## config.mk

```make
export PLATFORM = sky130hd
export DESIGN_NAME = aud_ser_tx
export DESIGN_NICKNAME = d
export VERILOG_FILES = /design/src/rtl/aud_ser_pkg.sv /design/src/rtl/aud_ser_timer.sv /design/src/rtl/aud_ser_capture.sv /design/src/rtl/aud_ser_shifter.sv /design/src/rtl/aud_ser_tx.sv
export SDC_FILE = /design/constraint.sdc
export NUM_CORES = 1
export LEC_CHECK = 0
export CAP_MARGIN = 20
export CORE_ASPECT_RATIO = 1.25
export CORE_MARGIN = 5
export CORE_UTILIZATION = 57
export DETAILED_ROUTE_END_ITERATION = 8
export GPL_ROUTABILITY_DRIVEN = 0
export PLACE_DENSITY = 0.82
export SYNTH_ARGS = -nofsm -noshare
export SYNTH_HDL_FRONTEND = slang
export SYNTH_SLANG_ARGS = --single-unit
```

## constraint.sdc

```tcl
create_clock -name clk -period 16 [get_ports clk]
set_clock_uncertainty 0.2 [all_clocks]
set_input_delay 3.2 -clock clk [delete_from_list [all_inputs] [get_ports clk]]
set_output_delay 3.2 -clock clk [all_outputs]
set_load 0.03 [all_outputs]
```

## src/rtl/aud_ser_pkg.sv

```systemverilog
package aud_ser_pkg;

  localparam int FIXED_BITS = 256;
  localparam int MAX_W      = 32;
  localparam int OFS_W      = 8;
  localparam int IDX_W      = $clog2(FIXED_BITS) + 1;
  localparam int SEL_W      = $clog2(MAX_W);

  typedef logic [IDX_W-1:0] idx_t;

  typedef enum logic [1:0] {
    FMT_I2S = 2'd0,
    FMT_LJ  = 2'd1,
    FMT_RJ  = 2'd2,
    FMT_DSP = 2'd3
  } fmt_e;

  typedef struct packed {
    logic [1:0]       wcode;
    fmt_e             fmt;
    logic             fixed256;
    logic             pulse;
    logic             hiz;
    logic [OFS_W-1:0] ofs;
  } cfg_t;

  // Sample width in bits for a width code.
  function automatic idx_t word_bits(input logic [1:0] code);
    case (code)
      2'd0:    return idx_t'(16);
      2'd1:    return idx_t'(20);
      2'd2:    return idx_t'(24);
      default: return idx_t'(32);
    endcase
  endfunction

  // Bit clocks per frame.
  function automatic idx_t frame_bits(input cfg_t c);
    idx_t w;
    w = word_bits(c.wcode);
    if (c.fixed256) return idx_t'(FIXED_BITS);
    return w << 1;
  endfunction

  // Offset after clamping so that both words end inside the frame.
  function automatic idx_t eff_ofs(input cfg_t c);
    idx_t n;
    idx_t w;
    idx_t lim;
    idx_t req;
    n   = frame_bits(c);
    w   = word_bits(c.wcode);
    lim = (c.fmt == FMT_DSP) ? (n - (w << 1)) : ((n >> 1) - w);
    req = idx_t'(c.ofs);
    return (req > lim) ? lim : req;
  endfunction

  // First bit index of channel ch (0 = left, 1 = right).
  function automatic idx_t slot_start(input cfg_t c, input logic ch);
    idx_t n;
    idx_t w;
    idx_t o;
    n = frame_bits(c);
    w = word_bits(c.wcode);
    o = eff_ofs(c);
    case (c.fmt)
      FMT_RJ:  return ch ? (n - w) : ((n >> 1) - w);
      FMT_DSP: return ch ? (o + w) : o;
      default: return ch ? ((n >> 1) + o) : o;
    endcase
  endfunction

  // {inside word, data bit} for one channel at bit index b.
  function automatic logic [1:0] slot_probe(input cfg_t c, input logic ch,
                                            input idx_t b,
                                            input logic [MAX_W-1:0] s);
    idx_t             w;
    idx_t             st;
    idx_t             rel;
    logic [SEL_W-1:0] sel;
    logic             hit;
    w   = word_bits(c.wcode);
    st  = slot_start(c, ch);
    rel = b - st;
    hit = (b >= st) && (rel < w);
    sel = SEL_W'(w - idx_t'(1) - rel);
    return {hit, hit & s[sel]};
  endfunction

  // Frame clock level at bit index b.
  function automatic logic fclk_level(input cfg_t c, input idx_t b);
    idx_t n;
    idx_t h;
    logic last;
    logic early;
    n     = frame_bits(c);
    h     = n >> 1;
    last  = (b == n - idx_t'(1));
    early = (b < h - idx_t'(1));
    if (c.pulse) begin
      if (c.fmt == FMT_LJ || c.fmt == FMT_RJ) return b == idx_t'(0);
      return last;
    end
    case (c.fmt)
      FMT_LJ, FMT_RJ: return b < h;
      FMT_I2S:        return !(last || early);
      default:        return last || early;
    endcase
  endfunction

endpackage

```

## src/rtl/aud_ser_timer.sv

```systemverilog
module aud_ser_timer
  import aud_ser_pkg::*;
(
  input  logic clk,
  input  logic rst_n,
  input  logic tick,
  input  idx_t frame_len,
  output logic run,
  output logic phase,
  output idx_t bit_idx,
  output logic frame_end
);

  logic last_bit;

  assign last_bit  = (bit_idx == frame_len - idx_t'(1));
  assign frame_end = tick && (!run || (phase && last_bit));

  always_ff @(posedge clk or negedge rst_n) begin
    if (!rst_n) begin
      run     <= 1'b0;
      phase   <= 1'b0;
      bit_idx <= '0;
    end else if (tick) begin
      if (frame_end) begin
        run     <= 1'b1;
        phase   <= 1'b0;
        bit_idx <= '0;
      end else if (!phase) begin
        phase   <= 1'b1;
      end else begin
        phase   <= 1'b0;
        bit_idx <= bit_idx + idx_t'(1);
      end
    end
  end

endmodule

```

## src/rtl/aud_ser_capture.sv

```systemverilog
module aud_ser_capture
  import aud_ser_pkg::*;
(
  input  logic                     clk,
  input  logic                     rst_n,
  input  logic                     frame_end,
  input  cfg_t                     cfg_in,
  input  logic                     samp_valid,
  input  logic [MAX_W-1:0]         samp_left,
  input  logic [MAX_W-1:0]         samp_right,
  output cfg_t                     cfg_q,
  output logic [1:0][MAX_W-1:0]    samp_q
);

  always_ff @(posedge clk or negedge rst_n) begin
    if (!rst_n) begin
      cfg_q  <= cfg_t'('0);
      samp_q <= '0;
    end else if (frame_end) begin
      cfg_q     <= cfg_in;
      samp_q[0] <= samp_valid ? samp_left  : '0;
      samp_q[1] <= samp_valid ? samp_right : '0;
    end
  end

endmodule

```

## src/rtl/aud_ser_shifter.sv

```systemverilog
module aud_ser_shifter
  import aud_ser_pkg::*;
(
  input  logic                  clk,
  input  logic                  rst_n,
  input  logic                  run,
  input  logic                  phase,
  input  idx_t                  bit_idx,
  input  cfg_t                  cfg_q,
  input  logic [1:0][MAX_W-1:0] samp_q,
  output logic                  word_active,
  output logic                  bclk,
  output logic                  fclk,
  output logic                  dout,
  output logic                  dout_oe
);

  logic [1:0][1:0] probe;
  logic            data_bit;

  for (genvar ch = 0; ch < 2; ch++) begin : g_slot
    assign probe[ch] = slot_probe(cfg_q, 1'(ch), bit_idx, samp_q[ch]);
  end

  assign word_active = probe[0][1] | probe[1][1];
  assign data_bit    = probe[0][0] | probe[1][0];

  always_ff @(posedge clk or negedge rst_n) begin
    if (!rst_n) begin
      bclk    <= 1'b0;
      fclk    <= 1'b0;
      dout    <= 1'b0;
      dout_oe <= 1'b0;
    end else begin
      bclk    <= run & phase;
      fclk    <= run & fclk_level(cfg_q, bit_idx);
      dout    <= run & word_active & data_bit;
      dout_oe <= run & (word_active | !cfg_q.hiz);
    end
  end

endmodule

```

## src/rtl/aud_ser_tx.sv

```systemverilog
module aud_ser_tx
  import aud_ser_pkg::*;
(
  input  logic             clk,
  input  logic             rst_n,
  input  logic             tick,
  input  logic [1:0]       cfg_wcode,
  input  logic [1:0]       cfg_fmt,
  input  logic             cfg_fixed256,
  input  logic             cfg_pulse,
  input  logic             cfg_hiz,
  input  logic [OFS_W-1:0] cfg_offset,
  input  logic             samp_valid,
  output logic             samp_ready,
  input  logic [MAX_W-1:0] samp_left,
  input  logic [MAX_W-1:0] samp_right,
  output logic             bclk,
  output logic             fclk,
  output logic             dout,
  output logic             dout_oe
);

  cfg_t                  cfg_in_w;
  cfg_t                  cur_cfg_w;
  logic [1:0][MAX_W-1:0] samp_w;
  idx_t                  frame_len_w;
  idx_t                  bit_idx_w;
  logic                  run_w;
  logic                  phase_w;
  logic                  frame_end_w;
  logic                  word_active_w;

  always_comb begin
    cfg_in_w.wcode    = cfg_wcode;
    cfg_in_w.fmt      = fmt_e'(cfg_fmt);
    cfg_in_w.fixed256 = cfg_fixed256;
    cfg_in_w.pulse    = cfg_pulse;
    cfg_in_w.hiz      = cfg_hiz;
    cfg_in_w.ofs      = cfg_offset;
  end

  assign frame_len_w = frame_bits(cur_cfg_w);
  assign samp_ready  = frame_end_w;

  aud_ser_timer u_timer (
    .clk       (clk),
    .rst_n     (rst_n),
    .tick      (tick),
    .frame_len (frame_len_w),
    .run       (run_w),
    .phase     (phase_w),
    .bit_idx   (bit_idx_w),
    .frame_end (frame_end_w)
  );

  aud_ser_capture u_capture (
    .clk        (clk),
    .rst_n      (rst_n),
    .frame_end  (frame_end_w),
    .cfg_in     (cfg_in_w),
    .samp_valid (samp_valid),
    .samp_left  (samp_left),
    .samp_right (samp_right),
    .cfg_q      (cur_cfg_w),
    .samp_q     (samp_w)
  );

  aud_ser_shifter u_shifter (
    .clk         (clk),
    .rst_n       (rst_n),
    .run         (run_w),
    .phase       (phase_w),
    .bit_idx     (bit_idx_w),
    .cfg_q       (cur_cfg_w),
    .samp_q      (samp_w),
    .word_active (word_active_w),
    .bclk        (bclk),
    .fclk        (fclk),
    .dout        (dout),
    .dout_oe     (dout_oe)
  );

endmodule

```

==> qor.csv <==
stage,metric,value,unit
global_route,antenna_found_initial,0,
route,drcViolationCount,0,
placement,port_buffers,87,
setup_path,critPathMaxStageDelay,0.68,ns
cts,clk_pin_slew,0.07,ns
cts,ctsHtreeMaxLevel,3,
logic_synthesis,syn_nets,896,
die,dieArea,0.0137,mm^2
die,initial_core_util,58.5,%
min_path,hold_path.class,register to register,
logic_synthesis,synth_edf_count,0,
cts,cts_tree,yes,
route,drt_iter0_drc,325,
logic_synthesis,synthCells,748,
power_and_ir_drop,p_leak,0.00384,uW
timing,period_share,54.3,%
cells_and_area,layout.nets,961,
setup_path,arrival,5.29,ns
cells_and_area,drive_above_1_share,5.87,%
cells_and_area,area_growth_syn_to_layout,18.4,%
timing,slew_headroom,33.6,%
die,fp-row-count,43,
placement,hpwlAfterDp,12000,um
route,wl_per_cell,17.0,um
setup_path,cpMaxStageDelayCell,clkdlybuf4s50_1,
cts,cts-buffers-inserted,9,
logic_synthesis,synth.top_cell.area_share,35.9,%
global_route,grt_max_degree,93,
setup_path,crit_type,input port to output port,
logic_synthesis,synth_top_cell_by_area,dfrtp_1,
timing,hold-worst-slack,0.263,ns
logic_synthesis,synth.distinct_cells,60,
setup_path,timing.rr.start,u_capture.cfg_q[14]$_DFFE_PN0P_,
power_and_ir_drop,power_density,141,mW/mm^2
logic_synthesis,yosys_warnings,0,
timing,tightest_slew,0.997,ns
route,antenna_left,0,
power_and_ir_drop,ir_worst_vdd,81.1,uV
timing,setup_tns,0,ns
die,die_w,106,um
setup_path,cp-end-kind,output port,
status,status,finished clean,
route,via_count,5689,
timing,layout_min_cycle_time,8.69,ns
cts,clock_latency,0.34,ns
route,wl,16200,um
run,drv_cap,0,
logic_synthesis,syn_avg_cell_area,8.76,um^2
cells_and_area,num_antenna_cells,0,
global_route,grt_use_met3,3.81,%
global_route,grt_use_met2,42.5,%
logic_synthesis,syn_area,0.00655,mm^2
cts,holdBufCountCts,0,
route,dr.pass1.iters,5,
setup_path,worstSetupStartpoint,tick,
timing,rsz0062_at_grt,false,
route,viasPerCell,5.97,
global_route,gr-total-overflow,0,
setup_path,required,12.60,ns
global_route,grt_pass1_wl,27000,um
cts,post_cts_buffers,0,
cts,cts_root_buf,clkbuf_16,
min_path,min_from,u_capture.samp_q[6]$_DFFE_PN0P_,
die,die_h,130,um
setup_path,critPathMaxFanout,72,
logic_synthesis,synth_seq_cells,94,
setup_path,crit_chain,"clkdlybuf4s50_1, and2_1, nand2_4, inv_2, clkdlybuf4s50_1",
cells_and_area,fillers,842,
logic_synthesis,synthArstFlopShare,100,%
cts,cts.sinks,94,
cts,cts_resized,0,
setup_path,cp-start-kind,input port,
timing,max_freq,115,MHz
logic_synthesis,synth_top_flop_cell,dfrtp_1,
logic_synthesis,synth_area_leaders,"dfrtp_1 (36%), ha_1 (12%), nand2_1 (11%)",
global_route,grtUsageMet1,29.2,%
global_route,grt-busiest-layer,met2,
timing,setup_viol,0,
logic_synthesis,yosysSeqAreaShare,35.9,%
cts,cts_buffer_depth,2,
global_route,grt_pass1_vias,5810,
global_route,gr-usage-all-layers,24.0,%
die,design.core.area,0.0112,mm^2
die,io-pin-count,88,
timing,hold_viol_final,0,
timing,slew_viol_final,0,
power_and_ir_drop,power,1100,uW
setup_path,cpMostUsedCell,clkdlybuf4s50_1,
where the power goes:
| part | internal, uW | switching, uW |
|---|---|---|
| combinational | 272 | 322 |
| sequential | 258 | 22.8 |
| clock | 125 | 96.5 |
| total | 655 | 442 |
final cells by class:
class                           count  area [um^2]  area share (%)
Multi-Input combinational cell    586         3900            50.3
Sequential cell                    94         2350            30.3
Timing Repair Buffer               91          911            11.7
Clock buffer                       10          229            2.95
Tap cell                          135          169            2.18
Inverter                           31          116            1.50
Clock inverter                      6         77.6            1.00
layout by cell type, fill, tap and decap left out, types with 10 or more instances in the layout:
master	n
nand2_1	193
dfrtp_1	94
clkdlybuf4s50_1	85
nand3_1	76
ha_1	63
nor2_1	34
inv_1	29
o21ai_0	27
a21oi_1	23
mux4_2	16
xnor2_1	15
mux2i_1	10
state kept, by name, indices dropped and copies added, names as in the netlist:
register,flops
u_timer.bit_idx,9
u_capture.samp_q,64
u_shifter.dout,1
u_capture.cfg_q,15
u_shifter.bclk,1
u_timer.phase,1
u_shifter.dout_oe,1
u_timer.run,1
u_shifter.fclk,1
metal layers:
metal	routed length (um)	up-vias	part of all wire (%)
met1	6550	2695	40
met5	0	-	0
li1	-	2726	-
met2	8230	216	51
met4	581	0	3.6
met3	855	52	5.3
cells in the mapped netlist, drive strengths merged, types with 12 or more instances:
library cell	n
clkbuf	12
mux4	20
buf	25
dfrtp	94
nor2	34
o21ai	35
ha	63
nand2	194
inv	31
xnor2	15
a21oi	23
nand3	76
path summary, 6_finish.rpt:
path | end | slack [ns] | cells after the start
hold reg to reg | u_capture.samp_q[6]$_DFFE_PN0P_ | 0.26 | 2
hold / removal | u_capture.samp_q[6]$_DFFE_PN0P_ | 0.26 | 2
setup reg to reg | u_shifter.dout$_DFF_PN0_ | 8.79 | 32
setup / recovery | samp_ready | 7.31 | 5
max in group asynchronous | u_capture.samp_q[54]$_DFFE_PN0P_ | 12.28 | 3
min in group asynchronous | u_capture.samp_q[16]$_DFFE_PN0P_ | 2.43 | 1
critical path: cells and delay by family:
kind	cells	cell delay [ns]
buf+inv	3	1.37
simple gates	2	0.71
stage by stage:
step           worst slack, ns  cells  instance area, um^2  util (%)
2_1_floorplan             8.64    748                 6550         -
3_3_place_gp              7.35    935                 7410      66.3
3_5_place_dp              7.31    935                 7410      66.3
4_1_cts                   7.31    951                 7720      69.0
5_1_grt                   7.18    953                 7750      69.3
6_report                  7.31    953                 7750      69.3
logic make-up (layout without fill, tap and decap cells):
kind of cell    count (synthesis)  count (layout)  share of synthesized area, %
compound gates                102             102                          9.53
xor+xnor                       25              25                          3.55
fa+ha+maj                      65              65                          12.6
buf+inv                        68             138                          4.55
flops                          94              94                          35.9
mux                            32              32                          8.98
simple gates                  362             362                          24.8
Power figures use the tool's default switching activity.
